## config.mk

```make
export PLATFORM = sky130hd
export DESIGN_NAME = gmii_rgmii_tx
export DESIGN_NICKNAME = d
export VERILOG_FILES = /design/src/rtl/gmii_rgmii_pkg.sv /design/src/rtl/rgmii_lane_map.sv /design/src/rtl/rgmii_ddr_bit.sv /design/src/rtl/gmii_rgmii_tx.sv
export SDC_FILE = /design/constraint.sdc
export NUM_CORES = 1
export LEC_CHECK = 0
export ABC_AREA = 1
export BUFFER_PORTS_ARGS = -buffer_cell sky130_fd_sc_hd__clkbuf_2
export CORE_AREA = 2 2 39 41
export CTS_BUF_LIST = sky130_fd_sc_hd__clkbuf_8
export CTS_CLUSTER_DIAMETER = 50
export DETAILED_ROUTE_END_ITERATION = 10
export DIE_AREA = 0 0 41 43
export GPL_TIMING_DRIVEN = 0
export PLACE_DENSITY = 0.62
export SETUP_SLACK_MARGIN = 0.2
export SYNTH_ARGS = -nofsm -noshare
export SYNTH_HDL_FRONTEND = slang
export SYNTH_SLANG_ARGS = --single-unit
export TNS_END_PERCENT = 50
```

## constraint.sdc

```tcl
create_clock -name clk -period 0.9 [get_ports clk]
set_input_delay 0.09 -clock clk [delete_from_list [all_inputs] [get_ports clk]]
set_output_delay 0.09 -clock clk [all_outputs]
set_load 0.02 [all_outputs]
```

## src/rtl/gmii_rgmii_pkg.sv

```systemverilog
package gmii_rgmii_pkg;
  typedef enum logic [1:0] {
    SPD_10M   = 2'b00,
    SPD_100M  = 2'b01,
    SPD_1G    = 2'b10,
    SPD_1G_AL = 2'b11
  } speed_e;

  // Upper bit set means the full-rate byte mode.
  function automatic logic is_full_rate(speed_e s);
    return s[1];
  endfunction
endpackage

```

## src/rtl/rgmii_lane_map.sv

```systemverilog
module rgmii_lane_map
  import gmii_rgmii_pkg::*;
#(
  parameter int DATA_W = 8,
  localparam int NIB_W = DATA_W / 2
) (
  input  logic [DATA_W-1:0] byte_in,
  input  logic              en_in,
  input  logic              er_in,
  input  speed_e            speed_in,
  output logic [NIB_W-1:0]  nib_hi_half,
  output logic [NIB_W-1:0]  nib_lo_half,
  output logic              ctl_hi_half,
  output logic              ctl_lo_half
);
  always_comb begin
    nib_hi_half = byte_in[NIB_W-1:0];
    // Slow rates repeat the low nibble in the second half.
    nib_lo_half = is_full_rate(speed_in) ? byte_in[DATA_W-1:NIB_W]
                                         : byte_in[NIB_W-1:0];
    ctl_hi_half = en_in;
    ctl_lo_half = en_in ^ er_in;
  end
endmodule

```

## src/rtl/rgmii_ddr_bit.sv

```systemverilog
module rgmii_ddr_bit (
  input  logic clk,
  input  logic rst_n,
  input  logic hi_d,
  input  logic lo_d,
  output logic hi_q,
  output logic lo_q,
  output logic pin
);
  // Both halves are captured on the rising edge; the level picks one.
  always_ff @(posedge clk or negedge rst_n) begin
    if (!rst_n) begin
      hi_q <= 1'b0;
      lo_q <= 1'b0;
    end else begin
      hi_q <= hi_d;
      lo_q <= lo_d;
    end
  end

  assign pin = clk ? hi_q : lo_q;
endmodule

```

## src/rtl/gmii_rgmii_tx.sv

```systemverilog
module gmii_rgmii_tx
  import gmii_rgmii_pkg::*;
#(
  parameter int DATA_W = 8,
  localparam int NIB_W = DATA_W / 2
) (
  input  logic              clk,
  input  logic              rst_n,
  input  logic [1:0]        speed_sel,
  input  logic [DATA_W-1:0] tx_byte,
  input  logic              tx_en,
  input  logic              tx_er,
  output logic              rgmii_txc,
  output logic [NIB_W-1:0]  rgmii_txd,
  output logic              rgmii_ctl
);
  logic [NIB_W-1:0] map_hi, map_lo;
  logic             map_ctl_hi, map_ctl_lo;
  logic [NIB_W-1:0] q_hi_d, q_lo_d;
  logic             q_hi_c, q_lo_c;
  logic             clk_hi_q, clk_lo_q;

  rgmii_lane_map #(.DATA_W(DATA_W)) map_i (
    .byte_in     (tx_byte),
    .en_in       (tx_en),
    .er_in       (tx_er),
    .speed_in    (speed_e'(speed_sel)),
    .nib_hi_half (map_hi),
    .nib_lo_half (map_lo),
    .ctl_hi_half (map_ctl_hi),
    .ctl_lo_half (map_ctl_lo)
  );

  for (genvar b = 0; b < NIB_W; b++) begin : g_data
    rgmii_ddr_bit cell_i (
      .clk  (clk),
      .rst_n(rst_n),
      .hi_d (map_hi[b]),
      .lo_d (map_lo[b]),
      .hi_q (q_hi_d[b]),
      .lo_q (q_lo_d[b]),
      .pin  (rgmii_txd[b])
    );
  end

  rgmii_ddr_bit ctl_cell_i (
    .clk  (clk),
    .rst_n(rst_n),
    .hi_d (map_ctl_hi),
    .lo_d (map_ctl_lo),
    .hi_q (q_hi_c),
    .lo_q (q_lo_c),
    .pin  (rgmii_ctl)
  );

  // Forwarded clock goes through the same cell type as the data, so it stays aligned.
  rgmii_ddr_bit clk_cell_i (
    .clk  (clk),
    .rst_n(rst_n),
    .hi_d (1'b1),
    .lo_d (1'b0),
    .hi_q (clk_hi_q),
    .lo_q (clk_lo_q),
    .pin  (rgmii_txc)
  );
endmodule

```

Word level (Yosys, flattened, before mapping):

Cells that the tools add are included.

* output and inout port bits: 6
* latch bits: 0
* ROM bits: 0
* bits in registers: 11
* input bits: 14
* memories kept: 0
* RAM bits: 0
* logic and storage cells: 19

* divide/modulo/power cells: 0
* add/subtract/negate cells: 0
* $lt $le $gt $ge: 0
* bitwise logic cells: 1
* equality and inequality tests: 0
* multipliers: 0
* reductions and logical operators: 0
* shift operators: 0
* muxes and demuxes: 7

Operator list (count)
* $mux 1: 6
* $mux 4: 1
* $xor 1x1->1: 1

Longest topological paths before layout:

Gate-level depths: netlist of the first run.

* word-level depth: 1
* mapped depth: 4

By module:

From an unflattened synthesis of the first run, not the netlist that was laid out.

* cells, all modules: 61
* area, all modules: 503.0 µm²

Modules (own cells, without submodules)
* rgmii_ddr_bit: times used 6, seq. area each 50.0 µm², area each 65.1 µm², cells each 6
* rgmii_lane_map: times used 1, seq. area each 0.0 µm², area each 105.1 µm², cells each 23
* gmii_rgmii_tx: times used 1, seq. area each 0.0 µm², area each 7.5 µm², cells each 2

==> run metrics, run 1 <==
largest net degree at the start of global routing 12; Switching Power 1.85 mW; share of cells above drive strength 1 48.0%; # Max-Cap Violations 0; synthesized area per cell 8.54 sq um; crit path DAT between 1 and 1.5 ns; Synth Area in XOR/XNOR 0%; Final Worst Setup Slack -0.356 ns; I/O Buffers 18; Post-Syn Area 444 sq um; run status finished with violations; # rows 14; Int Pwr between 2 and 3 mW; CTS tree yes; Cells after Synth 52; Power per Cell Area 4640 nW/um^2; total track usage 22.3%; die span in y 43 um; failing checks negative setup slack; Crit path largest cell delay 0.18 ns; largest family of logic cells by synthesized area simple AND/OR/NAND/NOR gates; core box area about 1400 sq um; die width 41 um; Final Max Tran Viols 0; Vias/cell 4.21; Synth Area in Simple Gates 26.2%; combinational share of power 2.2%; initial antenna violation count 0; HPWL after DPL about 500 um; clock slew at reported path FFs 0.09 ns; Static Leakage 0.558 nW; Slowest-stage cell, CP clkbuf_16; global route total overflow 0; DRT Pass-1 Iters 3; syn_nets between 60 and 70; Final setup viols 17; Yosys Warn Count 0; GP Congestion 0.673; critical path, cell by cell buf_8, buf_8, clkbuf_16, inv_12, nand2_4, nand2_2, buf_6, buf_8; Worst path most repeated cell buf_8; worst slack at placement about 0.0053 ns; number of DRC markers in iteration 0 9; ANT cells 0; via count between 400 and 500; nets 112; Max VDD drop 2160 uV; HP Class in2async; Compound-Gate Fraction of Synth Area 0%; Max FO, Critical Path 5; Clk network pwr share a little under 90%; Switching Fraction 39.0%; top cells by area, synth dfrtp_1, nand2_1, buf_4; WS Path Type clk2out; DR WL/cell 10.5 um; #FFs+latches synth 11; top cell type by total area after synthesis dfrtp_1; die area 1760 sq um; Ports 20; Starting Density 32.1%; remaining routing DRC violations 0; DP Cell Count 86; Data required, critical path between 0.8 and 0.9 ns; Fin Hold WS between 0.01 and 0.015 ns; Non-Filler Instances 114; Adder-Cell Fraction of Synth Area 0%; vias in the first global route 612; Setup crit end kind output pin; RSZ-0062 raised after global routing true; Placed Area 584 sq um; Final Cell Area 1020 sq um; Routed Antenna Nets 0; final hold vios 0; global-route wire length before repair 2.06 mm; sequential area share after synthesis a little over 60%; Reg power frac 11.4%; final wirelength 1.19 mm; Fill cells 82; P&R area growth vs syn 130%; mux cell area share after synthesis 0%; top cell type's share of synthesized area approximately three fifths; count of cell types in the netlist 6; CP startpoint kind clock port
-- flip-flops by register name, summed over array words and instances, names as in the netlist --
name                flops
ctl_cell_i.hi_q         1
ctl_cell_i.lo_q         1
g_data.cell_i.hi_q      4
g_data.cell_i.lo_q      4
clk_cell_i.hi_q         1
-- worst max-delay path: cells and delay by family --
family,cells,cell delay [ns]
buffers and inverters,6,0.64
and+or+nand+nor,2,0.08
-- power by group through the flow --
| stage | combinational [mW] | clock, mW | sequential (mW) |
|---|---|---|---|
| 6_report | 0.104 | 4.11 | 0.541 |
| 5_1_grt | 0.118 | 4.38 | 0.543 |
| 4_1_cts | 0.103 | 3.91 | 0.539 |
| 3_5_place_dp | 0.0622 | 1.06 | 0.541 |
| 3_3_place_gp | 0.0606 | 1.06 | 0.541 |
| 2_1_floorplan | 0.0193 | 0.905 | 0.541 |
-- path summary, 6_finish.rpt --
kind	start	to	cells after the start
setup / recovery	clk	rgmii_txd[0]	8
hold / removal	rst_n	ctl_cell_i.lo_q	2
min in group clk	tx_byte[1]	g_data[1].cell_i.hi_q	2
max in group asynchronous	rst_n	g_data[2].cell_i.lo_q	2
-- per-layer routing --
layer,share of wire [%],track usage (%),vias up
li1,-,-,240
met1,34,14.1,216
met2,54,19.1,17
met3,7.5,29.8,7
met4,3.9,39.3,0
met5,0,0,-
-- metrics by stage --
| stage | setup TNS [ns] | power, mW | util [%] |
|---|---|---|---|
| 5_1_grt | -2.11 | 5.04 | 74.0 |
| 3_5_place_dp | 0 | 1.66 | 42.2 |
| 6_report | -1.84 | 4.75 | 74.0 |
| 4_1_cts | -2.32 | 4.55 | 72.4 |
| 2_1_floorplan | 0 | 1.46 | - |
| 3_3_place_gp | 0 | 1.66 | 42.2 |
-- cells by family (layout without fill, tap and decap cells) --
| kind of cell | after synthesis | after routing |
|---|---|---|
| flip-flops | 11 | 11 |
| AND/OR/NAND/NOR | 31 | 31 |
| other | 1 | 1 |
| buffers and inverters | 9 | 55 |
-- area by class of cell --
class	count	area (sq um)	share of cell area (%)
plain buffers	4	45.0	4.40
well taps	16	20.0	1.96
inverters	3	11.3	1.10
clock inverters	8	105	10.3
multi-input cells	32	160	15.6
repair buffers	24	180	17.6
clock buffers	16	226	22.1
flip-flops and latches	11	275	26.9
-- cell usage after synthesis (all sizes together) --
cell / count
conb: 1
dfrtp: 11
nand2: 31
inv: 5
buf: 4
-- what timing repair did --
| action | in CTS | in global routing |
|---|---|---|
| setup buffers | 2 | 0 |
| cloned | 1 | 0 |
| pin swaps | 4 | 4 |
| resized for setup | 19 | 13 |
| hold buffers | 12 | 0 |
| setup endpoints to repair | 17 | 17 |
| endpoints found under the hold margin | 21 | 0 |
-- layout by cell type (no fill, tap or decap) --
master	n
nand2_2	4
buf_6	5
buf_8	6
conb_1	1
nand2_4	4
inv_12	6
dlygate4sd3_1	12
clkbuf_2	12
inv_2	1
clkbuf_8	4
nand2_1	23
clkbuf_16	2
dfrtp_1	11
buf_2	1
buf_4	2
inv_1	4
No activity file was read; power rests on OpenSTA's default activity.
==> run 2: changes to the inputs <==
Settings changed: GPL_TIMING_DRIVEN 0 to unset, SETUP_SLACK_MARGIN 0.2 to 0.15.
==> run metrics, run 2 (synthesis gave the netlist of run 1 again) <==
WS Path Type clk2out; Setup crit end kind output pin; via count 480; Int Pwr 2.87 mW; # Max-Cap Violations 0; biggest regs g_data.cell_i.hi_q x4, g_data.cell_i.lo_q x4; total track usage around 16%; Max VDD drop 3070 uV; largest net degree at the start of global routing 12; global-route wire length before repair roughly 1.7 mm; WL met3 96 um; die span in y 43 um; DP Cell Count 82; DRT Pass-1 Iters 3; RSZ-0062 raised after global routing true; Switching Power ~1.9 mW; Final setup viols 17; CP startpoint kind clock port; die width 41 um; vias in the first global route between 500 and 600; HPWL after DPL 504 um; core box area 1380 sq um; P&R area growth vs syn 128%; Non-Filler Instances 111; Static Leakage 0.548 nW; Multi-input gate area 170 sq um; Max FO, Critical Path 4; Final Max Tran Viols 0; final wirelength 1.17 mm; ANT cells 0; Vias/cell 4.32; commonest non-fill, non-tap cell in the layout nand2_1; routed metal-1 wire length 464 um; DR WL/cell 10.5 um; number of DRC markers in iteration 0 4; top routing layer used met4; Power per Cell Area 4700 nW/um^2; met2 WL 538 um; Starting Density 32.1%; Fill cells 86; nets 109; Switching Fraction 39.6%; combinational share of power under 10%; clock slew at reported path FFs 0.03 ns; Routed Antenna Nets 0; # rows 14; Final Worst Setup Slack -0.314 ns; Ports 20; final hold vios 0; HP Class in2async; CTS tree yes; FF+latch area 275 sq um; GP Congestion 0.651; Clk network pwr share 86.4%; Reg power frac 11.4%; remaining routing DRC violations 0; initial antenna violation count 0; global route total overflow 0; run status finished with violations; Setup TNS -1.68 ns; share of cells above drive strength 1 47.4%; I/O Buffers 18; crit path DAT 1.12 ns; die area 1760 sq um; failing checks negative setup slack; worst slack at placement just under 0.1 ns; most frequent cells in the layout nand2_1, clkbuf_2, dlygate4sd3_1; Data required, critical path 0.81 ns
## run 2: critical path, stage by stage
cell       delay [ns]
buf_8            0.09
buf_8            0.12
clkbuf_16        0.18
inv_12           0.06
nand2_4          0.04
nand2_2          0.07
buf_8            0.11
## run 2: area by class of cell
cell class / instances / area share, %
clock buffer: 17 / 24.7
multi-input combinational: 32 / 16.8
inverter: 3 / 1.11
sequential: 11 / 27.2
tap: 16 / 1.98
timing repair buffer: 24 / 17.8
clock inverter: 8 / 10.4
## run 2: per-layer routing
| layer | vias to the layer above | global-route usage [%] |
|---|---|---|
| met4 | 0 | 28.0 |
| met1 | 218 | 14.2 |
| met2 | 22 | 14.4 |
| li1 | 231 | - |
| met3 | 9 | 13.1 |
| met5 | - | 0 |
## run 2: path summary, 6_finish.rpt
path / cells past startpoint / endpoint / start
max in group asynchronous: 2 / g_data[3].cell_i.hi_q / rst_n
setup / recovery: 7 / rgmii_txd[0] / clk
min in group clk: 2 / g_data[1].cell_i.hi_q / tx_byte[1]
hold / removal: 2 / g_data[1].cell_i.lo_q / rst_n
## run 2: through the flow
step                hold slack (ns)  utilization [%]  instance area [sq um]  power [mW]
floorplan                    -0.206                -                    474        1.46
global placement            -0.0301             39.0                    539        1.36
detailed placement          -0.0255             39.0                    539        1.36
CTS                         -0.0322             69.3                    958        4.29
global route                 0.0881             73.1                   1010        5.00
finish                       0.0724             73.1                   1010        4.76
## run 2: power by group through the flow
stage | Combinational, mW | Sequential [mW] | Clock, mW
finish | 0.104 | 0.544 | 4.11
global route | 0.118 | 0.547 | 4.33
CTS | 0.102 | 0.537 | 3.65
detailed placement | 0.0619 | 0.542 | 0.754
global placement | 0.0604 | 0.541 | 0.754
floorplan | 0.0193 | 0.541 | 0.905
## run 2: repair_timing
| item | in CTS | in global routing |
|---|---|---|
| buffers inserted | 2 | 1 |
| cloned | 1 | 0 |
| pin swaps | 4 | 9 |
| hold buffers | 12 | 0 |
| endpoints found under the setup margin | 17 | 17 |
| endpoints found under the hold margin | 21 | 0 |
| gates resized for setup | 16 | 17 |
==> run 3: changes to the inputs <==
Settings changed: ABC_AREA 1 to unset, PLACE_DENSITY 0.62 to 0.61.
==> run metrics, run 3 <==
top cells by area, synth dfrtp_1, mux2_2, buf_4; commonest non-fill, non-tap cell in the layout clkbuf_2; Final Critical Period 1.18 ns; Layout Utilization 51.7%; number of DRC markers in iteration 0 4; total track usage 10.2%; die width 41 um; Data required, critical path roughly 0.8 ns; post-CTS setup buffer count 0; CTS tree yes; top cell type by total area after synthesis dfrtp_1; CP startpoint kind flip-flop; global-route wire length before repair 1.10 mm; EDFF count, synth 0; vias in the first global route 356; sequential area share after synthesis 64.5%; Ports 20; Starting Density 30.8%; Max VDD drop 1480 uV; crit path DAT between 1 and 1.5 ns; Vias/cell 4.03; P&R area growth vs syn 67.7%; WS Path Type reg2out; Final Worst Setup Slack -0.281 ns; final wirelength between 700 and 800 um; synthesized area per cell 15.8 sq um; Final setup viols 7; worst slack at placement -0.0293 ns; final hold vios 2; Hold Path End g_data[0].cell_i.lo_q; Routed Antenna Nets 0; Final Max Tran Viols 0; Fin Hold WS -0.00776 ns; DRT Pass-1 Iters 2; via count 294; I/O Buffers 18; syn_nets between 40 and 50; FF+latch area 275 sq um; HP Start tx_byte[4]; hold-critical path depth 2; Setup TNS -1.57 ns; share of cells above drive strength 1 about 61%; most instantiated cells after synthesis dfrtp_1, mux2_2, buf_4; Post-Syn Area between 400 and 500 sq um; Max Clock Freq 847 MHz; # rows 14; count of cell types in the netlist 6; Placed Area 507 sq um; Post-synth ARST share 100%; Yosys Warn Count 0; clock slew at reported path FFs 0.05 ns; GP Congestion between 0.5 and 0.6; #FFs+latches synth 11; Multi-input gate area approximately 130 sq um; global route total overflow 0; most frequent cells in the layout clkbuf_2, dfrtp_1, mux2_2, dlygate4sd3_1, clkbuf_8; Power per Cell Area 3400 nW/um^2; Static Leakage ~0.36 nW; hold buffers post-CTS 7; failing checks negative hold slack, negative setup slack; core box area 1380 sq um; Fill cells 120; RSZ-0062 raised after global routing true; most frequent cell after synthesis dfrtp_1; Final Cell Area 716 sq um; top cell type's share of synthesized area 64.5%; initial antenna violation count 0; die span in y 43 um; die area ~1800 sq um; Setup crit end kind output pin; Tcrit/Tclk final 131%; nets 71; leading register cell type out of synthesis dfrtp_1; Max FO, Critical Path 1; ANT cells 0; HP Class in2reg; # Max-Cap Violations 0; Cells after Synth 27; largest net degree at the start of global routing 12; run status finished with violations; remaining routing DRC violations 0; DR WL/cell 9.68 um; biggest regs g_data.cell_i.hi_q x4, g_data.cell_i.lo_q x4; HPWL after DPL ~470 um
run 3: cell count changes in the layout (fill, tap and decap cells not counted), sizes merged:
cell and change:
and2 +1, dlygate4sd3 -5, buf -3, clkbuf -1
inv -9, nand2 -31, mux2 +9, xor2 +1
run 3: per-stage QoR:
| step | std cells | power (mW) | hold slack, ns |
|---|---|---|---|
| 6_report | 73 | 2.44 | -0.00776 |
| 5_1_grt | 73 | 2.58 | -0.0119 |
| 4_1_cts | 73 | 2.24 | -0.00857 |
| 3_5_place_dp | 57 | 1.16 | -0.0258 |
| 3_3_place_gp | 57 | 1.16 | -0.0250 |
| 2_1_floorplan | 27 | 1.22 | -0.206 |
run 3: report_power, final:
part / total [mW] / leakage [nW] / switching [mW] / internal [mW]
sequential: 0.535 / 0.128 / 0.00737 / 0.528
clock: 1.82 / 0.126 / 0.648 / 1.17
combinational: 0.0817 / 0.102 / 0.0293 / 0.0524
run 3: timing repair:
action / in CTS / in global routing
endpoints found under the setup margin: 7 / 7
hold endpoints to repair: 21 / 2
gates resized for setup: 0 / 17
run 3: logic make-up after synthesis:
family                    synth area share [%]
DFF                                       64.5
and+or+nand+nor                           1.76
xor gates and xnor gates                  2.05
buffers and inverters                     7.04
muxes                                     23.8
other                                    0.879
run 3: routing by layer:
metal | share of wire, % | wire length, um | global-route usage, %
met4 | 0 | 0 | 9.33
met5 | 0 | 0 | 0
met2 | 55 | 392 | 13.4
met1 | 37 | 261 | 6.02
met3 | 7.5 | 53 | 13.1
run 3: layout make-up:
class,count,area share (%)
multi-input combinational,12,18.0
timing repair buffer,19,18.2
clock inverter,2,1.05
tap,16,2.80
sequential,11,38.5
clock buffer,13,21.5
run 3: worst max-delay path by stage:
stage / from / to / slack (ns) / cells after the start
floorplan: clk / rgmii_txd[0] / -0.02 / 2
global placement: clk / rgmii_ctl / -0.03 / 2
detailed placement: clk / rgmii_ctl / -0.03 / 2
CTS: clk / rgmii_ctl / -0.32 / 4
global route: g_data[1].cell_i.hi_q / rgmii_txd[1] / -0.32 / 2
finish: g_data[1].cell_i.lo_q / rgmii_txd[1] / -0.28 / 2
run 3: worst max-delay path, stage by stage (launching register included):
cell	delay, ns
dfrtp_1	0.36
mux2_2	0.25
buf_2	0.16
